File: config.mk
export PLATFORM = sky130hd
export DESIGN_NAME = meggitt_dec
export DESIGN_NICKNAME = d
export VERILOG_FILES = /design/src/rtl/meggitt_pkg.sv /design/src/rtl/meggitt_syn.sv /design/src/rtl/meggitt_buf.sv /design/src/rtl/meggitt_det.sv /design/src/rtl/meggitt_dec.sv
export SDC_FILE = /design/constraint.sdc
export NUM_CORES = 1
export LEC_CHECK = 0
export ABC_CLOCK_PERIOD_IN_PS = 2350
export BUFFER_PORTS_ARGS = -buffer_cell sky130_fd_sc_hd__clkbuf_2
export CORE_MARGIN = 1
export CORE_UTILIZATION = 45
export CTS_CLUSTER_DIAMETER = 100
export DETAILED_ROUTE_END_ITERATION = 12
export PLACE_DENSITY = 0.73
export SETUP_SLACK_MARGIN = 0.05
export SYNTH_ARGS = -nofsm -noshare
export SYNTH_HDL_FRONTEND = slang
export SYNTH_SLANG_ARGS = --single-unit
File: constraint.sdc
create_clock -name clk -period 2.35 [get_ports clk]
set_input_delay 0.47 -clock clk [delete_from_list [all_inputs] [get_ports clk]]
set_output_delay 0.47 -clock clk [all_outputs]
set_load 0.1 [all_outputs]
File: src/rtl/meggitt_pkg.sv
package meggitt_pkg;

   localparam int MAXR = 16;

   typedef enum logic {
      PH_LOAD  = 1'b0,
      PH_DRAIN = 1'b1
   } phase_t;

   // Remainder of X^p modulo g, where g has degree r (bit i = coefficient of X^i)
   function automatic logic [MAXR-1:0] xpow_mod(input int p, input int r,
                                                input logic [MAXR:0] g);
      logic [MAXR:0] s;
      s = '0;
      s[0] = 1'b1;
      for (int k = 0; k < p; k++) begin
         s = s << 1;
         if (s[r]) s = s ^ g;
      end
      return s[MAXR-1:0];
   endfunction

endpackage

File: src/rtl/meggitt_syn.sv
module meggitt_syn #(
   parameter int         R    = 3,
   parameter logic [R:0] GPOL = 4'b1011
) (
   input  logic         clk,
   input  logic         rst_n,
   input  logic         shift,
   input  logic         clr,
   input  logic         din,
   output logic [R-1:0] syn_q,
   output logic [R-1:0] syn_nxt
);

   logic fb;
   assign fb = syn_q[R-1];

   for (genvar i = 0; i < R; i++) begin : g_stage
      if (i == 0) begin : g_head
         assign syn_nxt[0] = din ^ fb;
      end else if (GPOL[i]) begin : g_tap
         assign syn_nxt[i] = syn_q[i-1] ^ fb;
      end else begin : g_plain
         assign syn_nxt[i] = syn_q[i-1];
      end
   end

   always_ff @(posedge clk or negedge rst_n) begin
      if (!rst_n)     syn_q <= '0;
      else if (clr)   syn_q <= '0;
      else if (shift) syn_q <= syn_nxt;
   end

endmodule

File: src/rtl/meggitt_buf.sv
module meggitt_buf #(
   parameter int N = 7
) (
   input  logic clk,
   input  logic rst_n,
   input  logic shift,
   input  logic din,
   output logic head
);

   logic [N-1:0] buf_q;

   always_ff @(posedge clk or negedge rst_n) begin
      if (!rst_n)     buf_q <= '0;
      else if (shift) buf_q <= {buf_q[N-2:0], din};
   end

   assign head = buf_q[N-1];

endmodule

File: src/rtl/meggitt_det.sv
module meggitt_det #(
   parameter int           R   = 3,
   parameter logic [R-1:0] PAT = 3'b101
) (
   input  logic [R-1:0] syn,
   output logic         hit
);

   logic [R-1:0] eq;

   for (genvar i = 0; i < R; i++) begin : g_cmp
      if (PAT[i]) begin : g_one
         assign eq[i] = syn[i];
      end else begin : g_zero
         assign eq[i] = ~syn[i];
      end
   end

   assign hit = &eq;

endmodule

File: src/rtl/meggitt_dec.sv
module meggitt_dec
   import meggitt_pkg::*;
#(
   parameter int             N     = 7,
   parameter int             K     = 4,
   parameter logic [N-K:0]   GPOLY = 4'b1011
) (
   input  logic clk,
   input  logic rst_n,
   input  logic rx_vld,
   input  logic rx_bit,
   output logic dq_vld,
   output logic dq_bit,
   output logic dq_fix,
   output logic dq_residue
);

   localparam int R  = N - K;
   localparam int CW = $clog2(N);
   localparam logic [CW-1:0] LAST = CW'(N - 1);
   localparam logic [MAXR-1:0] PAT_W = xpow_mod(N - 1, R, (MAXR+1)'(GPOLY));
   localparam logic [R-1:0]   PAT   = PAT_W[R-1:0];
   localparam logic [MAXR-1:0] WRAP = xpow_mod(N, R, (MAXR+1)'(GPOLY));

   if (K < 1 || R < 1 || R > MAXR) begin : g_bad_size
      $error("meggitt_dec: need 1 <= K < N and N-K <= %0d", MAXR);
   end
   if (!GPOLY[0] || !GPOLY[R]) begin : g_bad_poly
      $error("meggitt_dec: generator must have constant and top terms");
   end
   if (WRAP != MAXR'(1)) begin : g_not_cyclic
      $error("meggitt_dec: generator does not divide X^N + 1");
   end

   phase_t        ph_q;
   logic [CW-1:0] cnt_q;
   logic          resid_q;
   logic          load_en, drain, last;
   logic          hit, det, head;
   logic [R-1:0]  syn_q, syn_nxt;

   assign drain   = (ph_q == PH_DRAIN);
   assign load_en = (ph_q == PH_LOAD) && rx_vld;
   assign last    = (cnt_q == LAST);
   assign det     = drain & hit;

   meggitt_syn #(.R(R), .GPOL(GPOLY)) u_syn (
      .clk     (clk),
      .rst_n   (rst_n),
      .shift   (load_en | drain),
      .clr     (drain & last),
      .din     (load_en ? rx_bit : det),
      .syn_q   (syn_q),
      .syn_nxt (syn_nxt)
   );

   meggitt_buf #(.N(N)) u_buf (
      .clk   (clk),
      .rst_n (rst_n),
      .shift (load_en | drain),
      .din   (load_en & rx_bit),
      .head  (head)
   );

   meggitt_det #(.R(R), .PAT(PAT)) u_det (
      .syn (syn_q),
      .hit (hit)
   );

   always_ff @(posedge clk or negedge rst_n) begin
      if (!rst_n) begin
         ph_q    <= PH_LOAD;
         cnt_q   <= '0;
         resid_q <= 1'b0;
      end else begin
         resid_q <= 1'b0;
         if (load_en || drain) begin
            if (last) begin
               cnt_q <= '0;
               ph_q  <= drain ? PH_LOAD : PH_DRAIN;
               if (drain) resid_q <= |syn_nxt;
            end else begin
               cnt_q <= cnt_q + 1'b1;
            end
         end
      end
   end

   assign dq_vld     = drain;
   assign dq_bit     = head ^ det;
   assign dq_fix     = det;
   assign dq_residue = resid_q;

endmodule

==> reports/metrics.yaml <==
cp.required_ns: 1.88
critPathLaunchType: "register"
slew_viol_final: 0
dr.pass1.iters: 4
grt_pass1_wl_um: 1745
hold_path_class: "input pin to async pin"
yosysSeqAreaShare_pct: 53.10
port_buffers: 7
fmax_mhz: 468.1
cp-end-kind: "output port"
hold_violations: 0
path_class: "register to output port"
reg2reg_slack_ns: 1.08
num_antenna_cells: 0
cts_tree: "yes"
grt.total_usage_pct: 13.80
synth-compound-area-share_pct: 8.496
powerDensity_nw_per_um2: 1386
synth_adder_area_share_pct: 1.770
drive_gt1_share_pct: 36.92
vdd_ir_drop_max_mv: 0.5834
worst-path-buf-inv: 1
ff2ff_path_depth: 2
ys.flop_type: "dfrtp_1"
drcViolationCount: 0
fin_crit_ns: 2.136
antenna_found_initial: 0
grt_overflow: 0
slew_headroom_pct: 64.44
synth_xor_area_share_pct: 6.195
leakagePower_nw: 0.3874
synth_top_family_by_area: "multiplexers"
regArea_um2: 377.9
synth-edff-count: 0
critPathTopFamily: "flip-flops"
clock_skew_ns: 0.001923
cts_buffer_depth: 2
vias: 425
synth-simple-area-share_pct: 12.21
netlist-cell-type-count: 22
crit_fanout: 5
syn_nets: 62
multi_input_area_um2: 331.6
nFillCells: 112
gp_congestion: 0.7249
path_clk_slew_ns: 0.09
cap_violations: 0
cts_buffers: 3
worst_pin_slew_ns: 0.5357
hpwl_um: 731.1
arrival_ns: 1.67
pre_cts_ws_ns: 0.4562
area_growth_pct: 14.34
r2r-end: "u_buf.buf_q[1]"
grt_max_degree: 16
synthMuxAreaShare_pct: 15.22
syn_inst: 57
grt_pass1_vias: 379
h-tree-depth: 1
async_flop_share_pct: 100.0
setup-tns-final_ns: 0
status: "complete, no violations"
cp_cell_sequence: "ha_1, nor2b_1, and2_4, xor2_4, buf_12"
synth-warning-count: 0
postRouteAntennaNets: 0
slowest_delay_ns: 0.43
drt_iter0_drc: 10
die_w_um: 41.64
cts_root_buffer: "clkbuf_4"
fin_nets: 71
rsz0062_at_grt: "false"
cts.sinks: 15
core_um2: 1383
worst_slack_ns: 0.2137
insertion_delay_ns: 0.28
avgSynthCellArea_um2: 12.40
synth-seq-cells: 15
die_area_um2: 1733
routed_wl_um: 1007
viasPerCell: 5.313
routedWlPerCell_um: 12.59
post-route-util_pct: 58.46
io_pins: 8
r2r_start: "dq_vld"
finalSetupViolations: 0
post-route-period-util_pct: 90.90
dieHeight_um: 41.64
initial_utilization_pct: 51.13
syn_area_um2: 706.9
crit_slowest_cell: "dfrtp_2"
num_rows: 13
[synth_stat cells, types with 2 or more instances]
master / n / area (um2)
xor2_1: 4 / 35.03
nor2_1: 3 / 11.26
nand2_1: 4 / 15.01
o21ai_1: 2 / 10.01
buf_2: 2 / 10.01
mux2_2: 6 / 67.56
dfrtp_1: 15 / 375.4
o21ai_0: 3 / 15.01
o22ai_1: 2 / 12.51
mux2i_1: 4 / 40.04
[through the flow]
| stage | std cells | hold WS [ns] | cell area (um2) | power, mW |
|---|---|---|---|---|
| 2_1_floorplan | 57 | 0.1744 | 729.5 | 0.8878 |
| 3_3_place_gp | 76 | 0.3991 | 779.5 | 0.9745 |
| 3_5_place_dp | 76 | 0.4023 | 779.5 | 0.9842 |
| 4_1_cts | 80 | 0.08912 | 807.0 | 1.130 |
| 5_1_grt | 80 | 0.1018 | 808.3 | 1.192 |
| 6_report | 80 | 0.08070 | 808.3 | 1.120 |
[worst max path at each step]
stage	cells past startpoint	to	slack (ns)	startpoint
after floorplan	2	dq_bit	0.06	dq_vld
after global placement	5	dq_bit	0.52	u_syn.syn_q[2]
after detailed placement	5	dq_bit	0.46	u_syn.syn_q[2]
after CTS	5	dq_bit	0.13	u_syn.syn_q[2]
after global routing	5	dq_bit	0.10	u_syn.syn_q[2]
final	5	dq_bit	0.21	u_syn.syn_q[2]
[cell type report]
cell class / instances / area share [%]
Clock buffer: 3 / 2.786
Clock inverter: 1 / 0.6192
Multi-Input combinational cell: 39 / 41.02
Sequential cell: 15 / 46.75
Tap cell: 15 / 2.322
Timing Repair Buffer: 7 / 6.502
[flip-flops by register name (all words and copies together) (netlist names)]
signal and cells:
cnt_q 3, u_syn.syn_q 3, u_buf.buf_q 7, dq_residue 1
dq_vld 1
[per-layer routing]
metal / global-route usage (%) / vias up / wire length (um)
li1: - / 216 / -
met1: 18.75 / 197 / 503
met2: 17.81 / 10 / 440
met5: 0 / - / 0
met3: 5.217 / 2 / 41
met4: 9.677 / 0 / 21
[layout by cell type, fill, tap and decap left out, types with 2 or more instances in the layout]
master     n
clkbuf_2   5
clkbuf_4   3
dfrtp_1   13
dfrtp_2    2
mux2_2     6
mux2i_1    4
nand2_1    4
nor2_1     3
o21ai_0    3
o21ai_1    2
o22ai_1    2
xor2_1     3
[kinds of logic (layout without fill, tap and decap cells)]
group                      Yosys count  count (layout)
AOI/OAI and AO/OA                    9               9
xor gates and xnor gates             5               5
adders and majority gates            1               1
buffers and inverters                3              11
DFF                                 15              15
muxes                               10              10
and+or+nand+nor                     14              14
[power by group]
group          switching, mW  internal (mW)
Clock                 0.0814         0.0631
Combinational          0.278          0.214
Sequential             0.117          0.366
[repair_timing]
action                                  CTS  global route
endpoints found under the setup margin    0             1
buffers inserted                          0             0
hold buffers                              0             0
resized for setup                         0             1
Note: power is estimated with default switching activity, not from simulation.
